## config.mk

```make
export PLATFORM = sky130hd
export DESIGN_NAME = crt_cutoff_seq
export DESIGN_NICKNAME = d
export VERILOG_FILES = /design/src/rtl/crt_cutoff_pkg.sv /design/src/rtl/crt_warmup_lock.sv /design/src/rtl/crt_cutoff_fsm.sv /design/src/rtl/crt_cutoff_seq.sv
export SDC_FILE = /design/constraint.sdc
export NUM_CORES = 1
export LEC_CHECK = 0
export CAP_MARGIN = 20
export CORE_AREA = 2 2 39 41
export CTS_BUF_LIST = sky130_fd_sc_hd__clkbuf_8
export DETAILED_ROUTE_END_ITERATION = 10
export DIE_AREA = 0 0 41 43
export SLEW_MARGIN = 20
export SYNTH_ARGS = -nofsm -noshare
export SYNTH_HDL_FRONTEND = slang
export SYNTH_HIERARCHICAL = 1
export SYNTH_SLANG_ARGS = --single-unit
```

## constraint.sdc

```tcl
create_clock -name clk -period 3.2 [get_ports clk]
set_input_delay 0.64 -clock clk [delete_from_list [all_inputs] [get_ports clk]]
set_output_delay 0.64 -clock clk [all_outputs]
set_load 0.005 [all_outputs]
```

## src/rtl/crt_cutoff_pkg.sv

```systemverilog
package crt_cutoff_pkg;
    localparam int unsigned DEF_CHANNELS = 3;

    typedef enum logic [1:0] {
        S_IDLE,
        S_RETRACE,
        S_WAIT,
        S_MEAS
    } seq_state_t;
endpackage

```

## src/rtl/crt_warmup_lock.sv

```systemverilog
module crt_warmup_lock (
    input  logic clk,
    input  logic rst_n,
    input  logic beam_det,
    output logic warm_done
);
    logic done_q;

    always_ff @(posedge clk or negedge rst_n) begin
        if (!rst_n) begin
            done_q <= 1'b0;
        end else if (beam_det) begin
            done_q <= 1'b1;
        end
    end

    assign warm_done = done_q;

    // completion is sticky until reset
    a_r3_sticky: assert property (@(posedge clk) disable iff (!rst_n)
        $past(done_q) |-> done_q);
endmodule

```

## src/rtl/crt_cutoff_fsm.sv

```systemverilog
module crt_cutoff_fsm
    import crt_cutoff_pkg::*;
#(
    parameter int unsigned NUM_CH = DEF_CHANNELS
) (
    input  logic              clk,
    input  logic              rst_n,
    input  logic              enable,
    input  logic              line_pulse,
    input  logic              frame_retrace,
    output logic              leak_strobe,
    output logic [NUM_CH-1:0] meas_strobe,
    output logic              blank_out
);
    localparam int unsigned CW = (NUM_CH > 1) ? $clog2(NUM_CH) : 1;
    localparam logic [CW-1:0] LAST_CH = CW'(NUM_CH - 1);

    seq_state_t    state_q, state_d;
    logic [CW-1:0] ch_q, ch_d;

    always_ff @(posedge clk or negedge rst_n) begin
        if (!rst_n) begin
            state_q <= S_IDLE;
            ch_q    <= '0;
        end else begin
            state_q <= state_d;
            ch_q    <= ch_d;
        end
    end

    always_comb begin
        state_d = state_q;
        ch_d    = ch_q;
        unique case (state_q)
            S_IDLE: begin
                if (enable && frame_retrace) state_d = S_RETRACE;
            end
            S_RETRACE: begin
                if (!frame_retrace) state_d = S_WAIT;
            end
            S_WAIT: begin
                if (frame_retrace) begin
                    state_d = S_RETRACE;
                end else if (line_pulse) begin
                    state_d = S_MEAS;
                    ch_d    = '0;
                end
            end
            S_MEAS: begin
                if (frame_retrace) begin
                    state_d = S_RETRACE;
                end else if (line_pulse) begin
                    if (ch_q == LAST_CH) begin
                        state_d = S_IDLE;
                    end else begin
                        ch_d = ch_q + 1'b1;
                    end
                end
            end
        endcase
    end

    always_comb begin
        leak_strobe = (state_q == S_RETRACE);
        blank_out   = (state_q == S_MEAS);
    end

    for (genvar g = 0; g < NUM_CH; g++) begin : g_strobe
        assign meas_strobe[g] = (state_q == S_MEAS) && (ch_q == CW'(g));
    end

    // at most one colour strobe at a time
    a_r9_onehot: assert property (@(posedge clk) disable iff (!rst_n)
        $onehot0(meas_strobe));
    // leakage and colour strobes never overlap
    a_r9_exclusive: assert property (@(posedge clk) disable iff (!rst_n)
        !(leak_strobe && (|meas_strobe)));
    // retrace during a measurement line aborts it
    a_r8_abort: assert property (@(posedge clk) disable iff (!rst_n)
        ((|meas_strobe) && frame_retrace) |=> (leak_strobe && (meas_strobe == '0)));
    // a line start during retrace does not open a measurement line
    a_r7_no_meas_in_retrace: assert property (@(posedge clk) disable iff (!rst_n)
        (leak_strobe && frame_retrace) |=> (meas_strobe == '0));
endmodule

```

## src/rtl/crt_cutoff_seq.sv

```systemverilog
module crt_cutoff_seq
    import crt_cutoff_pkg::*;
#(
    parameter int unsigned NUM_CH = DEF_CHANNELS
) (
    input  logic              clk,
    input  logic              rst_n,
    input  logic              line_pulse,
    input  logic              frame_retrace,
    input  logic              beam_det,
    output logic              leak_strobe,
    output logic [NUM_CH-1:0] meas_strobe,
    output logic              blank_out,
    output logic              loop_en,
    output logic              white_insert
);
    logic warm_done;

    crt_warmup_lock u_warm (
        .clk      (clk),
        .rst_n    (rst_n),
        .beam_det (beam_det),
        .warm_done(warm_done)
    );

    crt_cutoff_fsm #(.NUM_CH(NUM_CH)) u_fsm (
        .clk          (clk),
        .rst_n        (rst_n),
        .enable       (warm_done),
        .line_pulse   (line_pulse),
        .frame_retrace(frame_retrace),
        .leak_strobe  (leak_strobe),
        .meas_strobe  (meas_strobe),
        .blank_out    (blank_out)
    );

    assign loop_en      = warm_done;
    assign white_insert = !warm_done;

    // loops come on only after beam current was seen
    a_r2_release: assert property (@(posedge clk) disable iff (!rst_n)
        $rose(loop_en) |-> $past(beam_det));
    // no strobes while warm-up holds the loops off
    a_r4_quiet_warmup: assert property (@(posedge clk) disable iff (!rst_n)
        white_insert |-> (!leak_strobe && (meas_strobe == '0)));
    // blanking follows the measurement lines
    a_r7_blank: assert property (@(posedge clk) disable iff (!rst_n)
        blank_out == (|meas_strobe));
    // green follows red
    a_r6_order_g: assert property (@(posedge clk) disable iff (!rst_n)
        $rose(meas_strobe[1]) |-> $past(meas_strobe[0]));
    // blue follows green
    a_r6_order_b: assert property (@(posedge clk) disable iff (!rst_n)
        $rose(meas_strobe[2]) |-> $past(meas_strobe[1]));
endmodule

```

==> reports/metrics.yaml, run 1 <==
timing:
  hold_ws_ps: 536
  fmax_ghz: 0.436
  skew_ps: 5.11
  setup_viol: 0
  slew_headroom_pct: 78.3
  worstMarginPinSlew_ps: 326
  tns_ps: 0
  rsz0062_at_grt: "no"
  finalCriticalPeriod_ps: 2290
  finalHoldViolations: 0
  period_share_pct: 71.6
  slew_viol_final: 0
synthesis:
  synth_top_family_by_area: "simple AND/OR/NAND/NOR gates"
  synth_area_leader_cell: "dfrtp_1"
  ys_seq_area_share_pct: 39.5
  synth-xor-area-share_pct: 0
  yosys_warnings: 6
  yosys_register_bits: 5
  synthDistinctLibCells: 17
  syn_area_um2: 317
  synthAdderAreaFrac_pct: 11.9
  syn_area_per_cell_um2: 9.89
  synth_fp_nets: 40
  synth_compound_area_share_pct: 13.8
  synth_simple_gate_area_share_pct: 29.6
  synth_area_leaders: "dfrtp_1 (40%), ha_1 (12%), and3_2 (7.1%)"
  netlist.area_leader.share_pct: 39.5
  synthCells: 32
  muxShareOfSynthArea_pct: 0
drt:
  drt-total-wl_um: 607
  top_layer_used: "met3"
  drc: 0
  drt_iter0_drc: 1
  dr_wl_met3_um: 49
  ant_nets: 0
  dr_wl_met2_um: 284
  wl_met1_um: 273
  wl_per_cell_um: 9.79
  dr.pass1.iters: 2
  vias_per_cell: 4.32
  via_count: 268
status:
  outcome: "finished clean"
clocking:
  cts.sinks: 5
  clock_latency_ps: 220
  cts_tree: "yes"
  post_cts_buffers: 0
  htree_num_levels: 1
  cts_made_buffers: 3
  cts.reportedPaths.clkPinSlew_ps: 40
  hold_buffers: 0
  ctsResizeCount: 0
  cts-root-buf: "clkbuf_8"
  cts_max_path_buffers: 2
floorplan:
  start_util_pct: 22.9
  num_rows: 14
  die_w_um: 41
  coreArea_um2: 1380
  ioPinCount: 12
  dieArea_um2: 1760
  die_h_um: 43
min_path:
  min_path_type: "reg2reg"
place:
  dp_hpwl_um: 474
  routabilityCongestion: 0.676
  portBuffers: 11
power:
  power_density_nw_per_um2: 640
  leakagePower_nw: 0.222
  vdd.ir_drop.worst_mv: 0.276
global_route:
  grt_max_degree: 13
  grt-ovfl-total: 0
  grt_pass1_wl_um: 1020
  antenna_found_initial: 0
  grt_pass1_vias: 246
  track_usage_pct: 9.38
finish:
  antennaDiodeCount: 0
  drive_gt1_share_pct: 23.9
  area_delta_synth_final_pct: 54.2
  final_nets: 55
  nFillCells: 158
setup_path:
  critical_path_class: "reg2out"
  cp.arrival_ps: 1650
  critical_path_peak_fanout: 6
  crit_required_ps: 2560
  end_kind: "primary output"
  startpoint_type: "register"
run:
  max_cap_viol_count: 0
==> metal layers <==
metal | vias to the layer above | global-route usage (%)
li1 | 138 | -
met1 | 119 | 11.1
met2 | 11 | 11.9
met3 | 0 | 4.71
met4 | 0 | 8.00
met5 | - | 0
==> registers in the layout (all words and copies together), names as in the netlist <==
| register | count |
|---|---|
| u_fsm/state_q | 2 |
| u_fsm/ch_q | 2 |
| u_warm/warm_done | 1 |
==> final cells by class <==
| type | instances | area [um2] | area share (%) |
|---|---|---|---|
| Tap cell | 16 | 20.0 | 4.10 |
| Multi-Input combinational cell | 23 | 175 | 35.9 |
| Clock buffer | 3 | 41.3 | 8.46 |
| Clock inverter | 1 | 5.00 | 1.03 |
| Inverter | 3 | 11.3 | 2.31 |
| Sequential cell | 5 | 125 | 25.6 |
| Timing Repair Buffer | 11 | 110 | 22.6 |
==> logic make-up (layout without fill, tap and decap cells) <==
logic type | count (synthesis) | in the layout
AND/OR/NAND/NOR | 14 | 14
adder cells (fa/ha/maj) | 3 | 3
flip-flops | 5 | 5
AO/OA/AOI/OAI | 6 | 6
buffers and inverters | 4 | 18
==> power by group <==
part,internal [mW],total (mW),switching [mW],leakage [nW]
combinational,0.0533,0.0948,0.0415,0.139
sequential,0.0801,0.102,0.0218,0.0573
clock,0.0837,0.116,0.0322,0.0255
==> Yosys cell counts, drive strengths merged <==
cell / n
buf: 1
nand2: 2
nand3b: 1
and2: 1
ha: 3
nand3: 3
and3: 3
dfrtp: 5
o22a: 1
a21oi: 2
nor2: 1
inv: 3
or4b: 1
o21a: 2
and2b: 1
o32ai: 1
or2: 1
==> stage by stage <==
stage               cell area, um2  util (%)  setup WS [ps]  power (mW)  instances
floorplan                      317         -           1670       0.158         32
global placement               442      31.9           1160       0.197         58
detailed placement             442      31.9           1130       0.201         58
CTS                            488      35.3            888       0.321         62
global route                   488      35.3            782       0.341         62
finish                         488      35.3            908       0.313         62
==> placed cells by master, fill, tap and decap left out <==
cell type	count
nand3b_2	1
clkdlybuf4s50_1	11
or2_1	1
o22a_2	1
and3_2	3
or4b_1	1
and2b_4	1
and2_2	1
clkinv_2	1
o32ai_1	1
a21oi_1	2
nand2_1	2
dfrtp_1	5
clkbuf_8	3
nand3_1	3
o21a_1	2
inv_1	3
ha_1	3
nor2_1	1
==> final timing paths <==
check	start	slack, ps	end	depth (start not counted)
worst min-delay path	u_warm/warm_done	540	u_warm/warm_done	1
min in group asynchronous	rst_n	640	u_warm/warm_done	1
worst max register to register	u_fsm/ch_q[0]	1770	u_fsm/ch_q[0]	4
worst max-delay path	u_fsm/ch_q[0]	910	meas_strobe[2]	4
max in group asynchronous	rst_n	2360	u_fsm/ch_q[0]	1
worst min register to register	u_warm/warm_done	540	u_warm/warm_done	1
==> critical path: stages (launching register included) <==
cell             delay, ps
dfrtp_1                410
inv_1                  100
ha_1                   250
and3_2                 190
clkdlybuf4s50_1        490
(Power assumes the default switching activity.)
==> inputs of run 2 (changes only) <==
==> constraint.sdc (replaced) <==
create_clock -name clk -period 2.3 [get_ports clk]
set_input_delay 0.46 -clock clk [delete_from_list [all_inputs] [get_ports clk]]
set_output_delay 0.46 -clock clk [all_outputs]
set_load 0.005 [all_outputs]
==> run 2 against run 1 <==
Compared with the run above:
- clock skew shrank 5.0 ps
- cell count did not move
- global-route usage down 0.70 points
- sequential cell count did not move
- clock-buffer cell count did not move
- core utilization decreased by 0.090 points
- sequential share of layout area increased by 0.066 points
- die area unchanged
- worst hold slack got worse by 72 ps
- first-iteration DRC count grew to 3.0 times the previous value
- wire length decreased by 4.9%
- critical endpoint unchanged
- highest routed layer is now met4
==> reports/metrics.yaml, run 2 (same netlist as run 1, synthesis figures left out) <==
clocking:
  clock_latency_ps: 220  # about the same
  cts_tree: "yes"  # unchanged
  cts.reportedPaths.clkPinSlew_ps: 30  # was 40 ps
  htree_num_levels: 1  # unchanged
  cts-root-buf: "clkbuf_8"  # unchanged
  hold_buffers: 0  # unchanged
  cts_made_buffers: 3  # unchanged
  ctsResizeCount: 0  # unchanged
  post_cts_buffers: 0  # unchanged
  cts_max_path_buffers: 2  # unchanged
  cts.sinks: 5  # unchanged
drt:
  vias_per_cell: 4.47  # was 4.32
  drt_iter0_drc: 3  # was 1
  ant_nets: 0  # unchanged
  drt-total-wl_um: 577  # was 607 um
  drc: 0  # unchanged
  dr.pass1.iters: 4  # was 2
  via_count: 277  # was 268
  wl_per_cell_um: 9.31  # was 9.79 um
setup_path:
  r2r-end: "u_fsm/ch_q[0]"  # unchanged
  cp.arrival_ps: 1630  # was 1650 ps
  rr_startpoint: "u_fsm/ch_q[0]"  # unchanged
  slowest_delay_ps: 490  # about the same
  crit_required_ps: 1840  # was 2560 ps
  crit_path_top_delay_cell: "clkdlybuf4s50_1"  # unchanged
  startpoint_type: "register"  # unchanged
  end_kind: "primary output"  # unchanged
  reg2regPathDepth: 4  # unchanged
  r2r_slack_ps: 890  # was 1770 ps
  critical_path_peak_fanout: 6  # unchanged
  critical_path_class: "reg2out"  # unchanged
  path_cells: "inv_1 -> ha_1 -> and3_2 -> clkdlybuf4s50_1"  # unchanged
power:
  p_sw_uw: 127  # was 95.5 uW
  leakagePower_nw: 0.223  # was 0.222 nW
  p_int_uw: 300  # was 217 uW
  vdd.ir_drop.worst_mv: 0.324  # was 0.276 mV
  p_sw_share_pct: 29.8  # was 30.6%
  power_frac_clock_pct: 36.7  # was 37.1%
  power_density_nw_per_um2: 879  # was 640 nW/um2
  p_seq_share_pct: 32.7  # was 32.6%
  pwr-share-comb_pct: 30.6  # was 30.3%
global_route:
  grt-ovfl-total: 0  # unchanged
  track_usage_pct: 8.69  # was 9.38%
  grt_pass1_vias: 239  # was 246
  grt_max_degree: 13  # unchanged
  antenna_found_initial: 0  # unchanged
  grt_pass1_wl_um: 993  # was 1020 um
finish:
  fin_area_um2: 487  # was 488 um2
  layout_commonest_cell: "clkdlybuf4s50_1"  # unchanged
  area_delta_synth_final_pct: 53.8  # was 54.2%
  drive_gt1_share_pct: 21.7  # was 23.9%
  antennaDiodeCount: 0  # unchanged
  layout.cells.non_filler: 62  # unchanged
  final_util_pct: 35.2  # was 35.3%
  final_nets: 55  # unchanged
  mostFrequentLayoutCells: "clkdlybuf4s50_1 (11), dfrtp_1 (5), inv_1 (4)"  # was clkdlybuf4s50_1 (11), dfrtp_1 (5)
status:
  outcome: "finished clean"  # unchanged
timing:
  rsz0062_at_grt: "no"  # unchanged
  tns_ps: 0  # unchanged
  skew_ps: 0.158  # was 5.11 ps
  slew_viol_final: 0  # unchanged
  finalHoldViolations: 0  # unchanged
  fmax_ghz: 0.478
  worstMarginPinSlew_ps: 300  # was 326 ps
  hold_ws_ps: 464  # was 536 ps
  finalCriticalPeriod_ps: 2090
  slew_headroom_pct: 80.0  # was 78.3%
  setup_viol: 0  # unchanged
  period_share_pct: 90.9
floorplan:
  coreArea_um2: 1380  # unchanged
  die_h_um: 43  # unchanged
  ioPinCount: 12  # unchanged
  start_util_pct: 22.9  # unchanged
  die_w_um: 41  # unchanged
  num_rows: 14  # unchanged
  dieArea_um2: 1760  # unchanged
place:
  portBuffers: 11  # unchanged
  routabilityCongestion: 0.651  # was 0.676
  dp_cells: 58  # unchanged
  dpl-instance-area_um2: 442  # unchanged
min_path:
  min_path_type: "in2async"  # was reg2reg
run:
  max_cap_viol_count: 0  # unchanged
run 2: worst max path at each step:
stage | start | slack [ps] | endpoint
2_1_floorplan | u_fsm/ch_q[0] | 950 | meas_strobe[2]
3_3_place_gp | u_fsm/ch_q[0] | 430 | meas_strobe[2]
3_5_place_dp | u_fsm/ch_q[0] | 420 | meas_strobe[2]
4_1_cts | u_fsm/ch_q[0] | 180 | meas_strobe[2]
5_1_grt | u_fsm/ch_q[0] | 90 | meas_strobe[2]
6_report | u_fsm/ch_q[0] | 210 | meas_strobe[2]
run 2: worst max-delay path: cells and delay by family, from the launching register on:
kind / cells / cell delay, ps
buffers and inverters: 2 / 580
AND/OR/NAND/NOR: 1 / 190
adder cells (fa/ha/maj): 1 / 240
flip-flops: 1 / 400
run 2: routing by layer:
layer	vias up	GRT usage (%)	routed length, um
met5	-	0	0
met4	0	10.0	19
met3	2	1.57	48
met2	14	10.9	253
met1	123	10.8	257
li1	138	-	-
run 2: layout make-up:
type / instances / area (um2)
fillers: 147 / 897
repair buffers: 11 / 110
multi-input cells: 23 / 175
clock buffers: 3 / 41.3
inverters: 3 / 11.3
clock inverters: 1 / 3.75
flip-flops and latches: 5 / 125
well taps: 16 / 20.0
run 2: per-stage QoR:
| stage | total power, mW | worst slack (ps) |
|---|---|---|
| 6_report | 0.428 | 209 |
| 5_1_grt | 0.464 | 86.2 |
| 4_1_cts | 0.438 | 183 |
| 3_5_place_dp | 0.277 | 420 |
| 3_3_place_gp | 0.276 | 432 |
| 2_1_floorplan | 0.220 | 945 |
run 2: power by group through the flow:
stage,sequential (mW),clock [mW],combinational [mW]
after global placement,0.140,0,0.136
final,0.140,0.157,0.131
after CTS,0.141,0.162,0.135
after detailed placement,0.142,0,0.135
after floorplan,0.130,0,0.0904
after global routing,0.148,0.167,0.150
